--- config.mk ---
export PLATFORM = sky130hd
export DESIGN_NAME = acos_poly_pipe
export DESIGN_NICKNAME = d
export VERILOG_FILES = /design/src/rtl/acos_pkg.sv /design/src/rtl/acos_dly.sv /design/src/rtl/acos_mul_stg.sv /design/src/rtl/acos_addk_stg.sv /design/src/rtl/acos_poly_pipe.sv
export SDC_FILE = /design/constraint.sdc
export NUM_CORES = 1
export LEC_CHECK = 0
export ABC_AREA = 1
export BUFFER_PORTS_ARGS = -buffer_cell sky130_fd_sc_hd__buf_4
export CAP_MARGIN = 20
export CORE_MARGIN = 5
export CORE_UTILIZATION = 45
export DETAILED_ROUTE_END_ITERATION = 10
export HOLD_SLACK_MARGIN = 0.1
export PLACE_DENSITY = 0.61
export SYNTH_ARGS = -nofsm -noshare
export SYNTH_HDL_FRONTEND = slang
export SYNTH_SLANG_ARGS = --single-unit
--- constraint.sdc ---
create_clock -name clk -period 8.8 [get_ports clk]
set_input_delay 0.88 -clock clk [delete_from_list [all_inputs] [get_ports clk]]
set_output_delay 0.88 -clock clk [all_outputs]
set_load 0.005 [all_outputs]
--- src/rtl/acos_pkg.sv ---
package acos_pkg;
  // Input and output widths
  parameter int unsigned XW   = 8;
  parameter int unsigned AW   = 10;
  // Intermediate widths, sized from worst-case values at x = 255
  parameter int unsigned SQW  = 2 * XW;   // square, max 65025
  parameter int unsigned P1W  = 7;        // max 85
  parameter int unsigned S1W  = 9;        // max 276
  parameter int unsigned P2W  = 9;        // max 273
  parameter int unsigned S2W  = 11;       // max 1417
  parameter int unsigned P3W  = 10;       // max 705
  // Constants of the nested polynomial
  parameter int unsigned KMUL = 86;
  parameter int unsigned KMW  = 7;
  parameter int unsigned KS1  = 191;
  parameter int unsigned KS2  = 1144;
  parameter int unsigned KTOP = 900;
  // Shift amounts
  parameter int unsigned SHA  = 16;
  parameter int unsigned SHB  = 16;
  parameter int unsigned SHC  = 9;
  // Pipeline depth
  parameter int unsigned LAT  = 7;
  localparam int unsigned LATW = $clog2(LAT + 1);

  // Floor of (a*b)/2^sh in a wide intermediate
  function automatic logic [63:0] mul_floor(input logic [31:0] a,
                                            input logic [31:0] b,
                                            input int unsigned sh);
    logic [63:0] p;
    p = 64'(a) * 64'(b);
    return p >> sh;
  endfunction

  // Constant plus or minus operand, in a wide intermediate
  function automatic logic [63:0] const_op(input logic [31:0] k,
                                           input logic [31:0] a,
                                           input logic sub);
    return sub ? (64'(k) - 64'(a)) : (64'(k) + 64'(a));
  endfunction
endpackage

--- src/rtl/acos_dly.sv ---
module acos_dly #(
  parameter int unsigned W = 8,
  parameter int unsigned N = 2
) (
  input  logic         clk,
  input  logic         rst,
  input  logic [W-1:0] d_i,
  output logic [W-1:0] q_o
);
  logic [W-1:0] tap [N+1];

  assign tap[0] = d_i;

  for (genvar g = 0; g < N; g++) begin : g_tap
    always_ff @(posedge clk) begin
      if (rst) tap[g+1] <= '0;
      else     tap[g+1] <= tap[g];
    end
  end

  assign q_o = tap[N];
endmodule

--- src/rtl/acos_mul_stg.sv ---
module acos_mul_stg
  import acos_pkg::*;
#(
  parameter int unsigned IAW = 8,
  parameter int unsigned IBW = 8,
  parameter int unsigned OW  = 16,
  parameter int unsigned SH  = 0
) (
  input  logic           clk,
  input  logic           rst,
  input  logic           v_i,
  input  logic [IAW-1:0] a_i,
  input  logic [IBW-1:0] b_i,
  output logic           v_o,
  output logic [OW-1:0]  r_o
);
  localparam int unsigned PRW = IAW + IBW;

  logic [PRW-1:0] prod_w;
  logic [PRW-1:0] shr_w;
  logic           ovf_w;      // shifted product does not fit OW
  logic [PRW:0]   floor_lo_w; // r_o scaled back up
  logic [PRW:0]   step_w;     // 2^SH

  always_comb begin
    prod_w = PRW'(mul_floor(32'(a_i), 32'(b_i), 0));
    shr_w  = prod_w >> SH;
  end

  if (PRW > OW) begin : g_ovf
    assign ovf_w = |shr_w[PRW-1:OW];
  end else begin : g_noovf
    assign ovf_w = 1'b0;
  end

  always_ff @(posedge clk) begin
    if (rst) begin
      v_o <= 1'b0;
      r_o <= '0;
    end else begin
      v_o <= v_i;
      if (v_i) r_o <= shr_w[OW-1:0];
    end
  end

  assign floor_lo_w = (PRW+1)'(r_o) << SH;
  assign step_w     = (PRW+1)'(1) << SH;

  // the shifted product fits its register
  assert_no_overflow_R10: assert property (@(posedge clk) disable iff (rst)
    v_i |-> !ovf_w);

  // registered result is the floor of product / 2^SH
  assert_trunc_floor_R5: assert property (@(posedge clk) disable iff (rst)
    v_o |-> (floor_lo_w <= (PRW+1)'($past(prod_w))) &&
            ((PRW+1)'($past(prod_w)) - floor_lo_w < step_w));
endmodule

--- src/rtl/acos_addk_stg.sv ---
module acos_addk_stg
  import acos_pkg::*;
#(
  parameter int unsigned IW  = 8,
  parameter int unsigned OW  = 9,
  parameter int unsigned K   = 0,
  parameter bit          SUB = 1'b0
) (
  input  logic          clk,
  input  logic          rst,
  input  logic          v_i,
  input  logic [IW-1:0] a_i,
  output logic          v_o,
  output logic [OW-1:0] r_o
);
  localparam int unsigned SW = OW + 2;

  logic [SW-1:0] full_w;
  logic          wrap_w;   // result left the OW range (overflow or borrow)

  always_comb full_w = SW'(const_op(32'(K), 32'(a_i), SUB));
  assign wrap_w = |full_w[SW-1:OW];

  always_ff @(posedge clk) begin
    if (rst) begin
      v_o <= 1'b0;
      r_o <= '0;
    end else begin
      v_o <= v_i;
      if (v_i) r_o <= full_w[OW-1:0];
    end
  end

  // no wrap through the constant stage
  assert_no_wrap_R10: assert property (@(posedge clk) disable iff (rst)
    v_i |-> !wrap_w);

  if (SUB) begin : g_sub_chk
    // a subtracting stage never sees an operand above its constant
    assert_no_borrow_R10: assert property (@(posedge clk) disable iff (rst)
      v_o |-> (32'($past(a_i)) <= 32'(K)));
  end
endmodule

--- src/rtl/acos_poly_pipe.sv ---
module acos_poly_pipe
  import acos_pkg::*;
(
  input  logic          clk,
  input  logic          rst,
  input  logic          in_valid,
  input  logic [XW-1:0] in_x,
  output logic          out_valid,
  output logic [AW-1:0] out_angle
);
  logic           v1, v2, v3, v4, v5, v6;
  logic [SQW-1:0] sq1, sq3;
  logic [P1W-1:0] p1;
  logic [S1W-1:0] s1;
  logic [P2W-1:0] p2;
  logic [S2W-1:0] s2;
  logic [P3W-1:0] p3;
  logic [XW-1:0]  x5;

  // Step 1: square
  acos_mul_stg #(.IAW(XW), .IBW(XW), .OW(SQW), .SH(0)) u_sq (
    .clk(clk), .rst(rst), .v_i(in_valid), .a_i(in_x), .b_i(in_x),
    .v_o(v1), .r_o(sq1));

  // Square waits two stages for step 4
  acos_dly #(.W(SQW), .N(2)) u_sq_dly (
    .clk(clk), .rst(rst), .d_i(sq1), .q_o(sq3));

  // Input code waits five stages for step 6
  acos_dly #(.W(XW), .N(5)) u_x_dly (
    .clk(clk), .rst(rst), .d_i(in_x), .q_o(x5));

  // Step 2: constant multiply and shift
  acos_mul_stg #(.IAW(SQW), .IBW(KMW), .OW(P1W), .SH(SHA)) u_p1 (
    .clk(clk), .rst(rst), .v_i(v1), .a_i(sq1), .b_i(KMW'(KMUL)),
    .v_o(v2), .r_o(p1));

  // Step 3: add first constant
  acos_addk_stg #(.IW(P1W), .OW(S1W), .K(KS1), .SUB(1'b0)) u_s1 (
    .clk(clk), .rst(rst), .v_i(v2), .a_i(p1), .v_o(v3), .r_o(s1));

  // Step 4: multiply by square and shift
  acos_mul_stg #(.IAW(S1W), .IBW(SQW), .OW(P2W), .SH(SHB)) u_p2 (
    .clk(clk), .rst(rst), .v_i(v3), .a_i(s1), .b_i(sq3),
    .v_o(v4), .r_o(p2));

  // Step 5: add second constant
  acos_addk_stg #(.IW(P2W), .OW(S2W), .K(KS2), .SUB(1'b0)) u_s2 (
    .clk(clk), .rst(rst), .v_i(v4), .a_i(p2), .v_o(v5), .r_o(s2));

  // Step 6: multiply by input code and shift
  acos_mul_stg #(.IAW(S2W), .IBW(XW), .OW(P3W), .SH(SHC)) u_p3 (
    .clk(clk), .rst(rst), .v_i(v5), .a_i(s2), .b_i(x5),
    .v_o(v6), .r_o(p3));

  // Step 7: subtract from right angle
  acos_addk_stg #(.IW(P3W), .OW(AW), .K(KTOP), .SUB(1'b1)) u_ang (
    .clk(clk), .rst(rst), .v_i(v6), .a_i(p3), .v_o(out_valid), .r_o(out_angle));

  // Cycles since reset, saturating at LAT, to gate the latency check
  logic [LATW-1:0] since_rst;
  always_ff @(posedge clk) begin
    if (rst)                  since_rst <= '0;
    else if (since_rst < LAT) since_rst <= since_rst + 1'b1;
  end

  // output valid mirrors input valid seven edges earlier
  assert_latency_R6: assert property (@(posedge clk) disable iff (rst)
    (since_rst == LATW'(LAT)) |-> (out_valid == $past(in_valid, 7)));

  // results stay inside the reachable angle range
  assert_out_range_R4: assert property (@(posedge clk) disable iff (rst)
    out_valid |-> (out_angle >= AW'(195)) && (out_angle <= AW'(KTOP)));

  // nothing emerges on the cycle after reset
  assert_reset_quiet_R8: assert property (@(posedge clk) disable iff (rst)
    $past(rst) |-> !out_valid);
endmodule

==> run summary <==
DETAILED ROUTING
-------------------------------------------------------------------------------------------------
Detailed-route wire length per cell                                                       13.1 um
Number of DRC markers in iteration 0                                                          708
DR vias/cell                                                                                 4.74
Post-route ant nets                                                                             0
Detailed Routing Iterations Pass 1                                                              6
Post-route DRC                                                                                  0
Total Routed Length                                                                       34.6 mm
Via Count                                                                                  12,500

POWER
-------------------------------------------------------------------------------------------------
Internal power component                                                                  1750 uW
Reg power frac                                                                              0.268
Switching power                                                                           1230 uW
Max IR drop VDD                                                                            178 uV
Pleak                                                                                   0.0102 uW
Combinational group share of total power                                                    0.452
Sw Share                                                                                    0.412
Part of the power in the clock network                                                      0.280
Total power density per cell area                                                     174 mW/mm^2

FLOORPLAN
-------------------------------------------------------------------------------------------------
Die extent in x                                                                            199 um
Initial Util                                                                                0.453
Area enclosed by the die boundary                                                    0.0395 sq mm
Row Count                                                                                      69
Die boundary height                                                                        199 um
Top-Level Pins                                                                                 22
Floorplan core area                                                                  0.0354 sq mm

SYNTHESIS
-------------------------------------------------------------------------------------------------
Seq/Total Area, Yosys                                                                       0.185
Number of synthesis warnings                                                                    0
Total of flip-flops plus latches after synthesis                                              148
Top flip-flop cell by instance count after synthesis                                      dfxtp_1
Synthesized area divided by synthesized cell count                                     7.26 sq um
Share of synthesized registers carrying an async set or reset                                   0
Number of distinct library cell variants in the gate-level netlist after synthesis             42
Number of enable-type register cells in the synthesized netlist                                 0
Syn Inst Count                                                                              2,205
Combined area of all synthesized cells                                               0.0160 sq mm

PLACED DESIGN
-------------------------------------------------------------------------------------------------
Buffers on Ports                                                                               21
Placer's final routability congestion estimate                                              0.881
Dpl hpwl                                                                                  28.2 mm
Placed instance count                                                                       2,613

STA
-------------------------------------------------------------------------------------------------
Period Utilization, post-route                                                              0.517
Clk_skew                                                                                0.0118 ns
Highest clock rate                                                                        220 MHz
Number of endpoints with negative hold slack in the final report                                0
Minimum period implied by the final worst setup slack                                     4.55 ns
Max-Slew Margin vs Limit                                                                    0.350
Setup TNS                                                                                    0 ns
Setup violators final                                                                           0
RSZ-0062 raised after global routing                                                        false
Slew Viols, Final                                                                               0
Worst-margin pin slew                                                                    0.971 ns

WORST SETUP PATH
-------------------------------------------------------------------------------------------------
Crit path max fanout                                                                           11
Delay-heaviest family, CP                                                             adder cells
Worst-path cell with the longest stage delay                                              dfxtp_1
Critical Path Sink Type                                                                      flop
Critical path data arrival time                                                           4.87 ns
WP data required                                                                          9.12 ns
CP max stage delay                                                                        0.71 ns
Library cell appearing most often on the critical path                                      inv_1
Worst setup path category                                                            flop to flop
Launching element type of the critical path                                                  flop
Buffering stage count on the worst path with inverters included                                 5
Ordered list of cells on the worst path                                              nand2_1 > fa_1 > inv_1 > fa_1 > fa_1 > inv_1 > fa_1 > inv_1 > ha_1 > nand2_1 > nor2_1 > inv_1 > nor2_1 > nor2_1 > nand3_1 > nand2_1 > o21ai_0 > inv_1

GRT
-------------------------------------------------------------------------------------------------
Vias in the first global route                                                             12,700
Wire length of the first global-routing pass                                              60.5 mm
Met2 usage in global routing                                                                0.308
Total congestion overflow after global routing                                                  0
Met1 Use GR                                                                                 0.261
GRT Resource Usage Total                                                                    0.185
Antenna violations before repair                                                                0
Pin count of the biggest net entering global routing                                           68
Most heavily used metal layer in global routing                                              met2
Global routing usage on met3                                                               0.0241

HOLD PATH
-------------------------------------------------------------------------------------------------
Min-Delay Path Class                                                                 flop to flop

FINISH
-------------------------------------------------------------------------------------------------
Total area of sequential cells                                                       0.00296 sq mm
Multi-input gate area                                                                0.0105 sq mm
Number of standard cells in the final layout excluding fillers                              2,646
Most common cell after layout, fill and taps aside                                          inv_1
Antenna cells                                                                                   0
Final #Nets                                                                                 2,544
Commonest cells after routing, fill and taps aside                                   600 x inv_1, 478 x nand2_1, 209 x nor2_1
Layout-stage area growth over the synthesis result                                          7.06%
Layout cell share with drive strength beyond 1                                             0.0320
Number of inserted filler cells in the final layout                                         3,576

CLOCK TREE
-------------------------------------------------------------------------------------------------
H-tree depth                                                                                    4
Clock Tree Buf Depth                                                                            2
Root Buffer                                                                             clkbuf_16
CTS tree                                                                                      yes
Resize count post-CTS                                                                           0
Source-to-sink clock delay at the later pin of the worst-skew pair                        0.43 ns
Reg clk slew, reported paths                                                              0.07 ns
CTS buffer count                                                                               17
Post-CTS setup buffers                                                                          0
TritonCTS sink count                                                                          148
# hold bufs at CTS                                                                              0

FLOW RUN
-------------------------------------------------------------------------------------------------
Max capacitance violation total                                                                 0

STATUS
-------------------------------------------------------------------------------------------------
Run status                                                                           finished clean

[state kept, by name, indices dropped and copies added (netlist names)]
| signal | count |
|---|---|
| u_p1.v_o | 1 |
| u_sq_dly.tap | 15 |
| u_sq.v_o | 1 |
| u_sq.r_o | 15 |
| u_s1.r_o | 9 |
| u_ang.r_o | 10 |
| u_x_dly.tap | 32 |
| u_p3.r_o | 10 |
| u_s2.v_o | 1 |
| u_ang.v_o | 1 |
| u_s1.v_o | 1 |
| u_x_dly.q_o | 8 |
| u_s2.r_o | 11 |
| u_sq_dly.q_o | 15 |
| u_p2.r_o | 9 |
| u_p1.r_o | 7 |
| u_p2.v_o | 1 |
| u_p3.v_o | 1 |
[cells in the mapped netlist, types with 7 or more instances]
master    instances  share of area
o21bai_1          8         0.0037
nor2_1          209          0.049
nand4_1          14         0.0055
nand2_2           7         0.0027
dfxtp_1         148           0.18
clkbuf_1         64          0.015
fa_1            195           0.24
inv_1           600           0.14
nor3_1            8         0.0025
nand3_1          76          0.024
a21oi_1          82          0.026
ha_1            166           0.13
o22ai_1           8         0.0031
o21ai_0          61          0.019
xor2_1           19          0.010
nand2_1         478           0.11
[layer usage]
metal | part of all wire | routed length, um
met1 | 0.48 | 16700
met2 | 0.47 | 16200
met3 | 0.038 | 1300
met4 | 0.0093 | 323
met5 | 0 | 0
[per-stage QoR]
stage          hold slack (ns)  power (uW)   util  cell area (sq um)  setup slack [ns]
6_report                 0.398        2980  0.485              17200              4.25
5_1_grt                  0.415        3260  0.485              17200              3.90
4_1_cts                  0.397        3020  0.484              17100              4.26
3_5_place_dp             0.392        2160  0.465              16500              4.15
3_3_place_gp             0.389        2150  0.465              16500              4.16
2_1_floorplan            0.388        1840      -              16000              4.32
[cell families (layout without fill, tap and decap cells)]
group,after synthesis,count (layout),synth area share
AOI/OAI and AO/OA,184,184,0.0634
xor gates and xnor gates,24,24,0.0131
adders and majority gates,361,361,0.373
buffers and inverters,679,655,0.161
DFF,148,148,0.185
other,2,6,0.000469
and+or+nand+nor,807,807,0.204
[power groups by stage]
stage / combinational (uW) / sequential [uW] / clock, uW
after global placement: 1340 / 812 / 0
final: 1340 / 798 / 835
after floorplan: 1080 / 763 / 0
after CTS: 1370 / 797 / 855
after detailed placement: 1340 / 813 / 0
after global routing: 1570 / 805 / 887
[path summary, 6_finish.rpt]
kind	depth (start not counted)	slack, ns	endpoint	start
worst max register to register	18	4.25	u_p3.r_o[5]$_SDFFE_PP0P_	u_x_dly.q_o[4]$_SDFF_PP0_
worst min-delay path	2	0.40	u_x_dly.tap[18]$_SDFF_PP0_	u_x_dly.tap[26]$_SDFF_PP0_
worst max-delay path	18	4.25	u_p3.r_o[5]$_SDFFE_PP0P_	u_x_dly.q_o[4]$_SDFF_PP0_
worst min register to register	2	0.40	u_x_dly.tap[18]$_SDFF_PP0_	u_x_dly.tap[26]$_SDFF_PP0_
[area by class of cell]
class / instances / share of cell area
clock buffer: 18 / 0.0250
clock inverter: 14 / 0.0142
inverter: 600 / 0.131
multi-input combinational: 1382 / 0.612
sequential: 148 / 0.173
tap: 461 / 0.0336
timing repair buffer: 23 / 0.0112
[worst reg2reg max path: stages, from the launching register on]
cell and delay (ns):
dfxtp_1 0.71, nand2_1 0.19, fa_1 0.57, inv_1 0.05
fa_1 0.46, fa_1 0.56, inv_1 0.06, fa_1 0.53
inv_1 0.04, ha_1 0.36, nand2_1 0.11, nor2_1 0.15
inv_1 0.10, nor2_1 0.12, nor2_1 0.06, nand3_1 0.09
nand2_1 0.06, o21ai_0 0.20, inv_1 0.06
(Power assumes the default switching activity.)
